<file path="config.mk">
export PLATFORM = sky130hd
export DESIGN_NAME = e1tx_framer
export DESIGN_NICKNAME = d
export VERILOG_FILES = /design/src/rtl/e1tx_pkg.sv /design/src/rtl/e1tx_cfg_reg.sv /design/src/rtl/e1tx_position.sv /design/src/rtl/e1tx_crc4_acc.sv /design/src/rtl/e1tx_framer.sv
export SDC_FILE = /design/constraint.sdc
export NUM_CORES = 1
export LEC_CHECK = 0
export BUFFER_PORTS_ARGS = -buffer_cell sky130_fd_sc_hd__buf_2
export CAP_MARGIN = 15
export CORE_AREA = 2 2 75 77
export CTS_BUF_LIST = sky130_fd_sc_hd__clkbuf_16
export CTS_CLUSTER_DIAMETER = 60
export DETAILED_ROUTE_END_ITERATION = 12
export DIE_AREA = 0 0 77 79
export PLACE_DENSITY_LB_ADDON = 0.05
export SYNTH_ARGS = -nofsm -noshare
export SYNTH_HDL_FRONTEND = slang
export SYNTH_SLANG_ARGS = --single-unit
</file>
<file path="constraint.sdc">
create_clock -name clk -period 3.57 [get_ports clk]
set_input_delay 0.1785 -clock clk [delete_from_list [all_inputs] [get_ports clk]]
set_output_delay 0.1785 -clock clk [all_outputs]
set_load 0.005 [all_outputs]
</file>
<file path="src/rtl/e1tx_pkg.sv">
package e1tx_pkg;

  typedef enum logic [1:0] {
    MODE_UNFRAMED     = 2'b00,
    MODE_TERM         = 2'b01,
    MODE_TRANSP       = 2'b10,
    MODE_UNFRAMED_ALT = 2'b11
  } tx_mode_e;

  typedef struct packed {
    logic [4:0] sa_mask;
    logic       rai;
    logic       ts16_en;
    logic       crc_en;
    tx_mode_e   mode;
  } tx_cfg_t;

  localparam int CFG_W = $bits(tx_cfg_t);

  // alignment word in bits [6:0], indexed by (7 - bit offset)
  localparam logic [7:0] FAS_WORD = 8'h1B;
  // multiframe bits of odd frames, indexed by frame number / 2
  localparam logic [7:0] MF_PATTERN = 8'hF4;

  function automatic logic [3:0] crc4_step(input logic [3:0] r, input logic b);
    logic fb;
    fb = r[3] ^ b;
    return {r[2], r[1], r[0] ^ fb, fb};
  endfunction

endpackage

</file>
<file path="src/rtl/e1tx_cfg_reg.sv">
module e1tx_cfg_reg
  import e1tx_pkg::*;
(
  input  logic    clk,
  input  logic    rst,
  input  logic    sw_rst,
  input  logic    wr,
  input  tx_cfg_t wdata,
  output tx_cfg_t cfg_q
);

  always_ff @(posedge clk) begin
    if (rst || sw_rst) cfg_q <= '0;
    else if (wr)       cfg_q <= wdata;
  end

  assert_swrst_clear_R10: assert property (@(posedge clk) disable iff (rst)
    sw_rst |=> (cfg_q == '0));

endmodule

</file>
<file path="src/rtl/e1tx_position.sv">
module e1tx_position #(
  parameter int FRAME_BITS = 256,
  parameter int MF_FRAMES  = 16,
  localparam int BIT_W = $clog2(FRAME_BITS),
  localparam int FRM_W = $clog2(MF_FRAMES)
) (
  input  logic             clk,
  input  logic             rst,
  input  logic             frame_sync,
  input  logic             mframe_sync,
  output logic [BIT_W-1:0] cur_bit,
  output logic [FRM_W-1:0] cur_frm
);

  logic [BIT_W-1:0] bit_q;
  logic [FRM_W-1:0] frm_q;
  logic             frame_end;

  assign cur_bit   = (frame_sync || mframe_sync) ? '0 : bit_q;
  assign cur_frm   = mframe_sync ? '0 : frm_q;
  assign frame_end = (cur_bit == BIT_W'(FRAME_BITS - 1));

  always_ff @(posedge clk) begin
    if (rst) begin
      bit_q <= '0;
      frm_q <= '0;
    end else begin
      bit_q <= frame_end ? '0 : cur_bit + 1'b1;
      if (frame_end)
        frm_q <= (cur_frm == FRM_W'(MF_FRAMES - 1)) ? '0 : cur_frm + 1'b1;
      else
        frm_q <= cur_frm;
    end
  end

  assert_fp_restart_R9: assert property (@(posedge clk) disable iff (rst)
    (frame_sync || mframe_sync) |=> (bit_q == BIT_W'(1)));

  assert_mfp_restart_R9: assert property (@(posedge clk) disable iff (rst)
    mframe_sync |=> (frm_q == '0));

endmodule

</file>
<file path="src/rtl/e1tx_crc4_acc.sv">
module e1tx_crc4_acc
  import e1tx_pkg::*;
(
  input  logic       clk,
  input  logic       rst,
  input  logic       feed,
  input  logic       last,
  output logic [3:0] hold
);

  logic [3:0] acc;
  logic [3:0] acc_next;

  assign acc_next = crc4_step(acc, feed);

  always_ff @(posedge clk) begin
    if (rst) begin
      acc  <= '0;
      hold <= '0;
    end else if (last) begin
      acc  <= '0;
      hold <= acc_next;
    end else begin
      acc  <= acc_next;
    end
  end

  assert_acc_clear_R5: assert property (@(posedge clk) disable iff (rst)
    last |=> (acc == '0));

  assert_hold_stable_R8: assert property (@(posedge clk) disable iff (rst)
    !last |=> $stable(hold));

endmodule

</file>
<file path="src/rtl/e1tx_framer.sv">
module e1tx_framer
  import e1tx_pkg::*;
#(
  parameter int TS_BITS    = 8,
  parameter int NUM_TS     = 32,
  parameter int MF_FRAMES  = 16,
  parameter int SMF_FRAMES = 8,
  parameter int SIG_TS     = 16
) (
  input  logic             clk,
  input  logic             rst,
  input  logic             sw_rst,
  input  logic             cfg_wr,
  input  logic [CFG_W-1:0] cfg_wdata,
  input  logic             frame_sync,
  input  logic             mframe_sync,
  input  logic             tx_in,
  input  logic             dl_bit,
  input  logic             sig_bit,
  output logic             tx_out
);

  localparam int FRAME_BITS = TS_BITS * NUM_TS;
  localparam int BIT_W      = $clog2(FRAME_BITS);
  localparam int FRM_W      = $clog2(MF_FRAMES);
  localparam int TSB_W      = $clog2(TS_BITS);
  localparam int SMF_W      = $clog2(SMF_FRAMES);
  localparam int TS_W       = BIT_W - TSB_W;

  tx_cfg_t          cfg;
  logic [BIT_W-1:0] cur_bit;
  logic [FRM_W-1:0] cur_frm;
  logic [3:0]       hold;

  e1tx_cfg_reg u_cfg (
    .clk   (clk),
    .rst   (rst),
    .sw_rst(sw_rst),
    .wr    (cfg_wr),
    .wdata (tx_cfg_t'(cfg_wdata)),
    .cfg_q (cfg)
  );

  e1tx_position #(.FRAME_BITS(FRAME_BITS), .MF_FRAMES(MF_FRAMES)) u_pos (
    .clk        (clk),
    .rst        (rst),
    .frame_sync (frame_sync),
    .mframe_sync(mframe_sync),
    .cur_bit    (cur_bit),
    .cur_frm    (cur_frm)
  );

  // position decode
  logic [TSB_W-1:0]   tsbit;
  logic [TS_W-1:0]    ts_idx;
  logic [SMF_W-2:0]   c_idx;
  logic [FRM_W-2:0]   mf_pair;
  logic [TSB_W-1:0]   sa_sel;
  logic [TS_BITS-1:0] sa_mask_ext;
  logic               in_ts0, in_sig, is_odd, is_c, is_sa, smf_last;
  logic               c_val;

  assign tsbit       = cur_bit[TSB_W-1:0];
  assign ts_idx      = cur_bit[BIT_W-1:TSB_W];
  assign in_ts0      = (ts_idx == '0);
  assign in_sig      = (ts_idx == TS_W'(SIG_TS));
  assign is_odd      = cur_frm[0];
  assign c_idx       = cur_frm[SMF_W-1:1];
  assign mf_pair     = cur_frm[FRM_W-1:1];
  assign is_c        = in_ts0 && (tsbit == '0) && !is_odd;
  assign is_sa       = in_ts0 && is_odd && (tsbit >= TSB_W'(3));
  assign sa_sel      = tsbit - TSB_W'(3);
  assign sa_mask_ext = TS_BITS'(cfg.sa_mask);
  assign c_val       = hold[~c_idx];
  assign smf_last    = (cur_bit == BIT_W'(FRAME_BITS - 1)) &&
                       (cur_frm[SMF_W-1:0] == {SMF_W{1'b1}});

  logic out_next;
  logic feed;

  always_comb begin
    out_next = tx_in;
    unique case (cfg.mode)
      MODE_TERM: begin
        if (in_ts0) begin
          if (tsbit == '0)
            out_next = !cfg.crc_en ? 1'b1 : (is_odd ? MF_PATTERN[mf_pair] : c_val);
          else if (!is_odd)
            out_next = FAS_WORD[TSB_W'(TS_BITS - 1) - tsbit];
          else if (tsbit == TSB_W'(1))
            out_next = 1'b1;
          else if (tsbit == TSB_W'(2))
            out_next = cfg.rai;
          else
            out_next = dl_bit;
        end else if (in_sig && cfg.ts16_en) begin
          out_next = sig_bit;
        end
      end
      MODE_TRANSP: begin
        if (is_sa && sa_mask_ext[sa_sel])
          out_next = dl_bit;
        else if (is_c && cfg.crc_en)
          out_next = tx_in ^ c_val;
      end
      default: out_next = tx_in;
    endcase
  end

  // termination: remainder of the outgoing data; transparent: remainder of the change pattern
  assign feed = is_c ? 1'b0 : ((cfg.mode == MODE_TERM) ? out_next : (out_next ^ tx_in));

  e1tx_crc4_acc u_crc (
    .clk (clk),
    .rst (rst),
    .feed(feed),
    .last(smf_last),
    .hold(hold)
  );

  always_ff @(posedge clk) begin
    if (rst) tx_out <= 1'b0;
    else     tx_out <= out_next;
  end

  logic unframed;
  assign unframed = (cfg.mode == MODE_UNFRAMED) || (cfg.mode == MODE_UNFRAMED_ALT);

  assert_unframed_pass_R2: assert property (@(posedge clk) disable iff (rst)
    unframed |=> (tx_out == $past(tx_in)));

  assert_transp_payload_R7: assert property (@(posedge clk) disable iff (rst)
    ((cfg.mode == MODE_TRANSP) && !in_ts0) |=> (tx_out == $past(tx_in)));

  assert_odd_bit2_R4: assert property (@(posedge clk) disable iff (rst)
    ((cfg.mode == MODE_TERM) && in_ts0 && is_odd && (tsbit == TSB_W'(1))) |=> tx_out);

  assert_ts16_sig_R6: assert property (@(posedge clk) disable iff (rst)
    ((cfg.mode == MODE_TERM) && in_sig && cfg.ts16_en) |=> (tx_out == $past(sig_bit)));

endmodule

</file>
==> impl_results.md <==
* Sw power at 0.178 mW
* Util after Layout at 0.390
* Post-route minimum period at 3.11 ns
* Largest net degree at the start of global routing at 21
* RD Place Congestion at 0.810
* Htree depth at 2
* Async S/R FF share, synth at 0
* First-pass GRT wire length at 6.94 mm
* # diodes at 0
* Gr ovfl total at 0
* Final nets at 252
* CORE AREA at 5340 um2
* Number of global-route vias before repair at 1429
* Die area at 6080 um2
* # Post-CTS Setup Buffers at 0
* Initial antenna violation count at 0
* PortBufs at 19
* Tcrit/Tclk final at 0.871
* Synth area leaders: dfxtp_1 35%, mux2i_1 7.9%, ha_1 6.4%
* Worst Tran Pin Value at 0.422 ns
* Worst EP arrival at approximately 3.3 ns
* Final setup TNS at 0 ns
* Synth Area per Inst at 8.72 um2
* Leakage power total at 0.808 nW
* Post-synthesis sequential area ratio at 0.351
* DRT iter0 DRCs at 59
* Total wire length at 4.09 mm
* Cells along the critical path: or3b_2, ha_1, nor4b_1, o211ai_1, o31a_1, and4_1, a211oi_2, xnor2_1, mux2i_1
* Combinational share of power at 0.071
* Most common cell in the synthesized netlist: dfxtp_1
* Rows at 27
* Mapped Area at 1770 um2
* Synth Net Count at 231
* Critical Path Start Type: flip-flop
* Post-synth cell types at 44
* WL/cell at roughly 14 um
* # resized after CTS at 0
* Root Driver: clkbuf_16
* Switching share of power at 0.221
* Worst-path clk slew at 0.05 ns
* Starting Density at 0.331
* Clock latency on the worst-skew pair at 0.27 ns
* Synth cell count leaders: 31 x dfxtp_1, 27 x nor2_1, 15 x nand2_1
* Seq pwr share at 0.443
* Via count at 1474
* Status: finished clean
* I/O pins at 20
* Worst-path cell with the longest stage delay: or3b_2
* Final Hold Fails at 0
* Largest stage delay, worst path at 0.53 ns
* Final hold slack at 0.140 ns
* Post-synth EDFFs at 0
* Gate Count Post-Synth at 203
* CP Depth at 9
* Final setup violation count at 0
* Hold Crit Class: input port to flip-flop
* Cts bufs inserted at 5
* Max Freq at 0.321 GHz
* Max-Cap Viols at 0
* Area grow syn2layout at 17.5%
* P per Cell Area at ~390 nW/um2
* Internal at 0.628 mW
* Max-slew headroom at 0.718
* CP required at 3.77 ns
* CTS tree: yes
* # fillers at 583
* GRT Util Overall at 0.143
* DIE HEIGHT at 79 um
* Mean number of vias per cell at 4.96
* DRC viols at 0
* CP Class: flip-flop to flip-flop
* Hold Buf Count CTS at 0
* Share of cells above drive strength 1 at 0.173
* Crit end category: flip-flop
* Clk sinks at 31
* Detail Placement HPWL at 3.13 mm
* Main flop type after synthesis: dfxtp_1
* FF-to-FF path depth at 9
* Ys Warns at 0
* Max-slew violation count at 0
* RSZ-0062 raised after global routing: no
* Clock buffer depth at 2
* Synth Register Bits at 31
* Share of power burned in the clock network at 0.486
* CP top delay family: simple AND/OR/NAND/NOR gates
* Yosys top cell by area: dfxtp_1
* Top cell type's share of synthesized area at 0.351
* Worst Hold Depth at 3
* Antenna Nets Post-Route at 0
* Peak supply drop at 0.162 mV
* CP max FO at 7
* Setup Skew at 0.00251 ns
* Die X at 77 um
* CP Buf/Inv Count at 0
* Drt first pass iters at 4
## final timing paths
path	to	startpoint	slack [ns]
worst max register to register	u_crc.acc[1]	u_pos.bit_q[2]	0.46
worst min register to register	u_crc.hold[2]	u_crc.hold[2]	0.46
worst min-delay path	u_cfg.cfg_q[5]	cfg_wdata[5]	0.14
worst max-delay path	u_crc.acc[1]	u_pos.bit_q[2]	0.46
## final cells by class
class	instances	area, um2	area share
clock buffers	5	125	0.0602
clock inverters	3	11.3	0.00542
inverters	9	33.8	0.0162
multi-input cells	156	1090	0.523
flip-flops and latches	31	621	0.298
well taps	72	90.1	0.0433
repair buffers	21	110	0.0529
## registers in the layout, summed over array words and instances (netlist names)
signal       flops
u_cfg.cfg_q     10
u_pos.bit_q      8
u_crc.acc        4
u_crc.hold       4
u_pos.frm_q      4
tx_out           1
## worst reg2reg max path: cells and delay by family, from the launching register on
family | cells | cell delay [ns]
adders and majority gates | 1 | 0.36
and+or+nand+nor | 3 | 1.05
AOI/OAI and AO/OA | 3 | 0.73
xor gates and xnor gates | 1 | 0.25
DFF | 1 | 0.43
muxes | 1 | 0.21
## metrics by stage
| step | cell area, um2 | std cells | setup slack, ns | total power, mW |
|---|---|---|---|---|
| floorplan | 1770 | 203 | 0.539 | 0.399 |
| global placement | 1940 | 289 | 0.296 | 0.420 |
| detailed placement | 1940 | 289 | 0.222 | 0.422 |
| CTS | 2080 | 297 | 0.454 | 0.819 |
| global route | 2080 | 297 | 0.206 | 0.844 |
| finish | 2080 | 297 | 0.459 | 0.806 |
## power groups by stage
stage	clock, mW	combinational [mW]	sequential [mW]
floorplan	0	0.0366	0.363
global placement	0	0.0557	0.364
detailed placement	0	0.0571	0.364
CTS	0.404	0.0573	0.357
global route	0.422	0.0645	0.358
finish	0.392	0.0569	0.357
## cell usage in the layout, fill, tap and decap left out, types with 2 or more instances in the layout
cell	netlist	layout
a211o_1	2	2
o21ai_0	7	7
mux2i_1	14	14
xnor2_1	5	5
o31a_1	2	2
o2111ai_1	2	2
buf_2	0	19
xor2_1	2	2
and2_1	6	6
nand3_1	6	6
or3_1	2	2
nor2b_1	3	3
or2_2	4	4
a21oi_1	6	6
clkbuf_16	0	5
a211oi_1	2	2
nand2b_1	4	4
inv_1	9	10
and3_1	4	4
nand3b_1	2	2
a211oi_2	2	2
nor3b_1	3	3
dfxtp_1	31	31
nor3_1	4	4
buf_4	0	2
nor2_1	27	27
nand2_1	15	15
ha_1	9	9
o311ai_0	3	3
o211ai_1	3	3
clkinv_1	0	2
or3b_2	2	2
## routing by layer
layer,up-vias,GRT usage,part of all wire
li1,771,-,-
met1,677,0.191,0.52
met2,20,0.226,0.44
met3,6,0.0364,0.033
met4,0,0.0429,0.012
met5,-,0,0
## cells by family (layout without fill, tap and decap cells)
family,after synthesis,count (layout),share of synthesized area
adder cells (fa/ha/maj),9,9,0.0637
XOR/XNOR,7,7,0.0347
AND/OR/NAND/NOR,90,90,0.272
buffers and inverters,16,38,0.0339
AO/OA/AOI/OAI,35,35,0.160
flip-flops,31,31,0.351
multiplexers,15,15,0.0856
(Power assumes the default switching activity.)
